### src/rtl/wrr_arb_pkg.sv
package wrr_arb_pkg;

  // Packets allowed in one turn: a zero weight still grants one packet.
  function automatic int unsigned eff_weight(input int unsigned w);
    return (w == 0) ? 1 : w;
  endfunction

  // Next slot in rotation order, wrapping at n.
  function automatic int unsigned wrap_inc(input int unsigned i, input int unsigned n);
    return (i + 1 >= n) ? 0 : i + 1;
  endfunction

  // Slot reached after stepping 'step' places from 'base'.
  function automatic int unsigned wrap_add(input int unsigned base, input int unsigned step,
                                           input int unsigned n);
    int unsigned s;
    s = base + step;
    return (s >= n) ? s - n : s;
  endfunction

endpackage

### src/rtl/wrr_pick.sv
module wrr_pick #(
  parameter int N     = 4,
  parameter int IDX_W = 2
) (
  input  logic [N-1:0]     req,
  input  logic [IDX_W-1:0] start,
  output logic             any_req,
  output logic [IDX_W-1:0] win
);
  import wrr_arb_pkg::*;

  // Rotating priority: the first requester at or after 'start' wins.
  always_comb begin
    logic found;
    int unsigned cand;
    found = 1'b0;
    win   = '0;
    for (int i = 0; i < N; i++) begin
      cand = wrap_add(int'(start), i, N);
      if (!found && req[cand]) begin
        found = 1'b1;
        win   = IDX_W'(cand);
      end
    end
  end

  assign any_req = |req;

endmodule

### src/rtl/wrr_out_mux.sv
module wrr_out_mux #(
  parameter int N      = 4,
  parameter int DATA_W = 256,
  parameter int IDX_W  = 2
) (
  input  logic                busy,
  input  logic [IDX_W-1:0]    gnt,
  input  logic [N-1:0]        s_tvalid,
  input  logic [N*DATA_W-1:0] s_tdata,
  input  logic [N-1:0]        s_tlast,
  input  logic                m_tready,
  output logic [N-1:0]        s_tready,
  output logic                m_tvalid,
  output logic [DATA_W-1:0]   m_tdata,
  output logic                m_tlast,
  output logic                beat_acc,
  output logic                pkt_end
);

  assign m_tvalid = busy & s_tvalid[gnt];
  assign m_tdata  = s_tdata[gnt*DATA_W +: DATA_W];
  assign m_tlast  = s_tlast[gnt];

  // Ready goes back only to the slot that holds the grant.
  for (genvar g = 0; g < N; g++) begin : g_rdy
    assign s_tready[g] = busy && (gnt == IDX_W'(g)) && m_tready;
  end

  assign beat_acc = m_tvalid & m_tready;
  assign pkt_end  = beat_acc & m_tlast;

endmodule

### src/rtl/wrr_turn_ctrl.sv
module wrr_turn_ctrl #(
  parameter int N     = 4,
  parameter int WT_W  = 4,
  parameter int IDX_W = 2
) (
  input  logic              clk,
  input  logic              rst_n,
  input  logic [N-1:0]      s_tvalid,
  input  logic [N*WT_W-1:0] slot_weight,
  input  logic              pick_any,
  input  logic [IDX_W-1:0]  pick_idx,
  input  logic              beat_acc,
  input  logic              pkt_end,
  output logic              busy,
  output logic [IDX_W-1:0]  gnt,
  output logic [IDX_W-1:0]  ptr,
  output logic              turn_end
);
  import wrr_arb_pkg::*;

  logic [WT_W-1:0] cred;
  logic            mid;
  logic [WT_W-1:0] load_cred;
  logic            last_credit;
  logic            went_quiet;
  logic [IDX_W-1:0] after_gnt;

  assign load_cred   = WT_W'(eff_weight(int'(slot_weight[pick_idx*WT_W +: WT_W])));
  assign last_credit = (cred == WT_W'(1));
  assign went_quiet  = !mid && !s_tvalid[gnt];
  assign turn_end    = busy && ((pkt_end && last_credit) || (!beat_acc && went_quiet));
  assign after_gnt   = IDX_W'(wrap_inc(int'(gnt), N));

  always_ff @(posedge clk or negedge rst_n) begin
    if (!rst_n) begin
      busy <= 1'b0;
      gnt  <= '0;
      ptr  <= '0;
      cred <= '0;
      mid  <= 1'b0;
    end else if (!busy) begin
      if (pick_any) begin
        busy <= 1'b1;
        gnt  <= pick_idx;
        cred <= load_cred;
        mid  <= 1'b0;
      end
    end else if (turn_end) begin
      busy <= 1'b0;
      mid  <= 1'b0;
      ptr  <= after_gnt;
    end else if (pkt_end) begin
      mid  <= 1'b0;
      cred <= cred - WT_W'(1);
    end else if (beat_acc) begin
      mid  <= 1'b1;
    end
  end


  ptr_hold_chk: assert property (@(posedge clk) disable iff (!rst_n)
    (!busy && s_tvalid == '0) |=> $stable(ptr));


  grant_req_chk: assert property (@(posedge clk) disable iff (!rst_n)
    $rose(busy) |-> ($past(s_tvalid) != '0));


  cred_live_chk: assert property (@(posedge clk) disable iff (!rst_n)
    busy |-> (cred != '0));


  ptr_step_chk: assert property (@(posedge clk) disable iff (!rst_n)
    turn_end |=> (!busy && ptr == IDX_W'(wrap_inc(int'($past(gnt)), N))));

endmodule

### src/rtl/wrr_stream_arb.sv
module wrr_stream_arb #(
  parameter int NUM_SLOTS = 4,
  parameter int DATA_W    = 256,
  parameter int WT_W      = 4
) (
  input  logic                        clk,
  input  logic                        rst_n,
  input  logic [NUM_SLOTS*WT_W-1:0]   slot_weight,
  input  logic [NUM_SLOTS-1:0]        s_tvalid,
  output logic [NUM_SLOTS-1:0]        s_tready,
  input  logic [NUM_SLOTS*DATA_W-1:0] s_tdata,
  input  logic [NUM_SLOTS-1:0]        s_tlast,
  output logic                        m_tvalid,
  input  logic                        m_tready,
  output logic [DATA_W-1:0]           m_tdata,
  output logic                        m_tlast
);
  localparam int IDX_W = (NUM_SLOTS > 1) ? $clog2(NUM_SLOTS) : 1;

  logic             pick_any;
  logic [IDX_W-1:0] pick_idx;
  logic             busy;
  logic [IDX_W-1:0] gnt;
  logic [IDX_W-1:0] ptr;
  logic             turn_end;
  logic             beat_acc;
  logic             pkt_end;

  wrr_pick #(.N(NUM_SLOTS), .IDX_W(IDX_W)) u_pick (
    .req     (s_tvalid),
    .start   (ptr),
    .any_req (pick_any),
    .win     (pick_idx)
  );

  wrr_turn_ctrl #(.N(NUM_SLOTS), .WT_W(WT_W), .IDX_W(IDX_W)) u_ctrl (
    .clk         (clk),
    .rst_n       (rst_n),
    .s_tvalid    (s_tvalid),
    .slot_weight (slot_weight),
    .pick_any    (pick_any),
    .pick_idx    (pick_idx),
    .beat_acc    (beat_acc),
    .pkt_end     (pkt_end),
    .busy        (busy),
    .gnt         (gnt),
    .ptr         (ptr),
    .turn_end    (turn_end)
  );

  wrr_out_mux #(.N(NUM_SLOTS), .DATA_W(DATA_W), .IDX_W(IDX_W)) u_mux (
    .busy     (busy),
    .gnt      (gnt),
    .s_tvalid (s_tvalid),
    .s_tdata  (s_tdata),
    .s_tlast  (s_tlast),
    .m_tready (m_tready),
    .s_tready (s_tready),
    .m_tvalid (m_tvalid),
    .m_tdata  (m_tdata),
    .m_tlast  (m_tlast),
    .beat_acc (beat_acc),
    .pkt_end  (pkt_end)
  );


  pkt_hold_chk: assert property (@(posedge clk) disable iff (!rst_n)
    (beat_acc && !m_tlast) |=> (busy && gnt == $past(gnt)));


  ready_idle_chk: assert property (@(posedge clk) disable iff (!rst_n)
    !busy |-> (s_tready == '0));


  ready_single_chk: assert property (@(posedge clk) disable iff (!rst_n)
    $countones(s_tready) <= 1);


  reset_quiet_chk: assert property (@(posedge clk) disable iff (!rst_n)
    $rose(rst_n) |-> (!m_tvalid && s_tready == '0));

endmodule

### config.mk
export PLATFORM = sky130hd
export DESIGN_NAME = wrr_stream_arb
export DESIGN_NICKNAME = d
export VERILOG_FILES = /design/src/rtl/wrr_arb_pkg.sv /design/src/rtl/wrr_pick.sv /design/src/rtl/wrr_out_mux.sv /design/src/rtl/wrr_turn_ctrl.sv /design/src/rtl/wrr_stream_arb.sv
export SDC_FILE = /design/constraint.sdc
export NUM_CORES = 1
export LEC_CHECK = 0
export ABC_AREA = 0
export BUFFER_PORTS_ARGS = -buffer_cell sky130_fd_sc_hd__buf_2
export CAP_MARGIN = 20
export CORE_AREA = 2 2 508 510
export CTS_CLUSTER_SIZE = 30
export DETAILED_ROUTE_END_ITERATION = 10
export DIE_AREA = 0 0 510 512
export GPL_ROUTABILITY_DRIVEN = 0
export PLACE_DENSITY = 0.3
export RECOVER_POWER = 100
export SYNTH_ARGS = -nofsm -noshare
export SYNTH_HDL_FRONTEND = slang
export SYNTH_SLANG_ARGS = --single-unit
### constraint.sdc
create_clock -name clk -period 4.7 [get_ports clk]
set_input_delay 0.705 -clock clk [delete_from_list [all_inputs] [get_ports clk]]
set_output_delay 0.705 -clock clk [all_outputs]
set_load 0.005 [all_outputs]
# Word-level counts from Yosys, hierarchy flattened
# Index checks and enable logic that the tools add are counted.
[totals]
ff_bits = 10
latchBits = 0
mem_bits_rw = 0
rom_bits = 0
input_bits = 1051
out_inout_bits = 262
wordCells = 104
memories = 0
[classes]
n_addsub = 9
mul = 0
n_div = 0
n_lt_le_gt_ge = 10
eq_ne = 7
shift = 2
mux = 37
bitwise = 4
n_reduce_logical = 30
[op_table]
columns = ["op", "n"]
rows = [
  ["1024-bit by 11-bit indexed part select with 256-bit output", 1],
  ["32-bit by 3-bit < comparator with 1-bit output (second input constant)", 4],
  ["32-bit 2-to-1 mux", 4],
  ["32-bit by 3-bit >= comparator with 1-bit output (second input constant)", 3],
  ["32-bit by 3-bit subtractor with 32-bit output (second input constant)", 3],
  ["4-bit 2-to-1 mux", 5],
  ["1-bit 2-to-1 mux", 17],
  ["16-bit by 5-bit indexed part select with 4-bit output", 1],
  ["1-bit logical AND", 15],
  ["1-bit binary-select mux with 2-bit select", 6],
  ["2-bit 2-to-1 mux", 5],
  ["2-bit by 1-bit adder with 3-bit output (second input constant)", 2],
  ["2-bit by 2-bit adder with 3-bit output (second input constant)", 2],
  ["1-bit zero test", 6],
  ["2-bit AND reduction", 3],
  ["2-bit equality test (second input constant)", 2],
  ["4-bit by 1-bit equality test with 1-bit output (second input constant)", 1],
  ["4-bit zero test", 1],
  ["4-bit by 2-bit != test with 1-bit output (second input constant)", 1],
  ["4-bit OR reduction", 1],
  ["2-bit by 3-bit subtractor with 4-bit output (second input constant)", 1],
  ["4-bit by 1-bit subtractor with 4-bit output (second input constant)", 1],
  ["1-bit AND", 3],
  ["2-bit by 3-bit >= comparator with 1-bit output (second input constant)", 1],
  ["other kinds (10)", 10],
]

# Depth between registers and ports, before layout
[depth]
depth_word = 19
depth_mapped = 8
depth_no_buf = 8

# Cells and area by module
# A second synthesis with hierarchy kept.
[unflattened]
cells_unflattened = 412
hier_area_um2 = 7095.6
[modules_own_cells]
columns = ["mod", "n_inst", "cells_each", "area_per_inst_um2", "seq_area_each_um2"]
rows = [
  ["wrr_out_mux", 1, 326, 6303.5, 0.0],
  ["wrr_turn_ctrl", 1, 71, 714.4, 250.2],
  ["wrr_pick", 1, 15, 77.6, 0.0],
]

# Worst setup path after synthesis
# OpenSTA, ideal clock, no wires.
[synth_timing]
path_type = "flip-flop to output port"
start = "register u_ctrl.gnt[0]"
end = "output port m_tdata[248]"
t_arrival_ps = 1907
required_ps = 3995
slack_ps = 2088
stages_incl_launch_ff = 5
path_buffers = 3
cell_sequence = "dfrtp_1 -> buf_2 -> buf_2 -> buf_1 -> mux4_2"
[synth_between]
elab_chain_cells = 1
[synth_rtl]
columns = ["item", "line", "rtl"]
rows = [
  ["from (decl)", "wrr_turn_ctrl.sv:15", "output logic [IDX_W-1:0] gnt,"],
  ["from (signal assigned)", "wrr_turn_ctrl.sv:44", "gnt <= pick_idx;"],
  ["1024-bit by 11-bit indexed part select with 256-bit output", "wrr_out_mux.sv:21", "assign m_tdata = s_tdata[gnt*DATA_W +: DATA_W];"],
  ["to (decl)", "wrr_stream_arb.sv:15", "output logic [DATA_W-1:0] m_tdata,"],
]
# No other way between the ends.

# Final worst setup path
[layout_timing]
start = "register u_ctrl.gnt[1]"
end = "output port m_tdata[2]"
# The elaborated chain is that of the path after synthesis.

==> reports/results.ini <==
[routing]
drt_pass1_iterations = 5
totalWireLength_microns = 208000
remaining_drc_errors = 0
wl_per_cell_microns = 39.6
antenna_left = 0
vias = 14900
drt_iter0_drc = 1625
viasPerCell = 2.84

[logic_synthesis]
ys_top_cells_by_area = mux4_2 84%, dfrtp_1 3.6%, buf_2 1.6%, ha_1 1.3%, buf_1 0.97%
yosysTopAreaCellShare = 0.838
synth.largest_area_cell = mux4_2
synth_cell_types = 42
synthCells = 411
ys_seq_area_frac = 0.0361
synth_edf_count = 0
synth-warning-count = 0
async_flop_share = 1.00
syn_avg_cell_area_sq_um = 16.9
ys_seq_elements = 10
netlist_area_sq_um = 6930
ys.flop_type = dfrtp_1
synth_nets = 1469

[floorplan]
coreArea_sq_um = 256000
rows = 186
start_util = 0.0271
pin_count = 1313
die_y_microns = 512
die_area_sq_um = 261000
die_x_microns = 510

[global_route]
gr-usage-met3 = 0.128
grt_pass1_vias = 13100
gr-usage-met2 = 0.243
grt_pass1_wl_microns = 234000
antenna_found_initial = 497
grt_busiest_layer = met2
overflow = 0
grt_start_max_net_pins = 67
grtUsageMet1 = 0.141
track_usage = 0.151

[timing]
worst_slew_pin_slew_ns = 1.50
max_freq_mhz = 258
period_share = 0.825
skew_ns = 0.00439
worst_slack_ns = 0.823
hold_viol = 0
finalSetupViolCount = 0
rsz0062_at_grt = false
max_slew_margin = -0.00218
fin_tns_setup_ns = 0
layout_min_cycle_time_ns = 3.88
hold_ws_ns = 0.510
report.final.slew_viol_count = 10

[finish]
final_common_cell = buf_2
area_delta_synth_final_pct = 160
final_cell_mix = 1113 x buf_2, 258 x mux4_2, 205 x clkbuf_1, 11 x buf_4, 9 x buf_12
layout-drive-gt1-share = 0.825
regArea_sq_um = 255
nets = 2755
instances_no_fill = 5253
multi_input_area_sq_um = 6350
num-fill-cells = 30300

[cts]
clk_pin_slew_ns = 0.05
post_cts_resized = 0
postCtsSetupBuffers = 0
clk_latency_ns = 0.24
htreeDepth = 1
clockBufferDepth = 2
cts_root_buf = clkbuf_16
numCtsBuffers = 3
clock-sinks = 10
cts_tree = done
cts_hold_buf = 0

[placement]
port_buffers = 1312
hpwlAfterDp_microns = 200000
place_inst = 5076
pre_cts_slack_ns = 1.57

[power_and_ir_drop]
p_leak_nw = 6.71
pwr_density_cell_nw_per_um2 = 401
ir_drop_uv = 175

[min_path]
hp-class = input port to async pin

[worst_setup_path]
timing.rr.start = u_ctrl.gnt[1]$_DFFE_PN0P_
critPathArrivalTime_ns = 3.17
required_ns = 3.99
cp_num_cells = 3
cp_num_buf_inv = 2
path_cells = clkbuf_1, mux4_2, buf_2
start_kind = flip-flop
slowest_stage = dfrtp_2
startpoint = u_ctrl.gnt[1]$_DFFE_PN0P_
worstSetupPathType = flip-flop to output pin
path_delay_family = flip-flops
critPathMaxStageDelay_ns = 1.33
r2r_cells = 5
crit_fanout = 33
end_kind = output pin

[status]
status = finished with violations
violations = slew limit

[run]
cap_viol_max_count = 0

-- state kept, by name, indices dropped and copies added, names as in the netlist --
| name | count |
|---|---|
| u_ctrl.ptr | 2 |
| u_ctrl.cred | 4 |
| u_ctrl.busy | 1 |
| u_ctrl.gnt | 2 |
| u_ctrl.mid | 1 |
-- cells by family after synthesis --
family	Yosys count	share of synthesized area
buffers and inverters	70	0.0462
and+or+nand+nor	30	0.0249
AOI/OAI and AO/OA	29	0.0314
adders and majority gates	7	0.0126
DFF	10	0.0361
muxes	265	0.849
-- Yosys cell counts, drive strengths merged (2+ instances only) --
cell and number:
and3 4, o31ai 3, o22ai 2, clkbuf 18
buf 42, nand2 7, a211oi 2, dfrtp 10
ha 7, a21oi 4, or3 2, inv 8
nor2 4, nand3 4, mux2i 6, mux4 258
nor4b 3, o21ai 9
-- metrics by stage --
stage / cell area (sq um) / power [W] / util
CTS: 17900 / 0.00757 / 0.0698
global route: 17700 / 0.00759 / 0.0694
finish: 18000 / 0.00721 / 0.0704
floorplan: 6930 / 0.00355 / -
global placement: 17800 / 0.00741 / 0.0696
detailed placement: 17800 / 0.00738 / 0.0696
-- power breakdown --
group / switching [W] / total, W / internal (W)
Sequential: 0.000238 / 0.000369 / 0.000131
Combinational: 0.00374 / 0.00669 / 0.00295
Clock: 0.0000425 / 0.000153 / 0.000111
-- final cells by class --
class | count | area share
sequential | 10 | 0.0142
timing repair buffer | 1342 | 0.368
antenna | 174 | 0.0242
clock buffer | 3 | 0.00417
inverter | 9 | 0.00188
multi-input combinational | 331 | 0.353
tap | 3384 | 0.235
-- worst paths after layout --
path,end,slack [ns]
setup / recovery,m_tdata[2],0.82
hold / removal,u_ctrl.gnt[0]$_DFFE_PN0P_,0.51
setup reg to reg,u_ctrl.cred[0]$_DFFE_PN0P_,1.24
hold reg to reg,u_ctrl.mid$_DFFE_PN0P_,0.52
max in group asynchronous,u_ctrl.gnt[0]$_DFFE_PN0P_,3.66
min in group clk,u_ctrl.mid$_DFFE_PN0P_,0.52
-- routing by layer --
metal	part of all wire	vias up	wire length (microns)
met5	0.011	-	2240
met2	0.44	2042	91400
li1	-	4846	-
met4	0.050	296	10400
met3	0.19	892	40100
met1	0.31	6833	63800
Note: power is estimated with default switching activity, not from simulation.
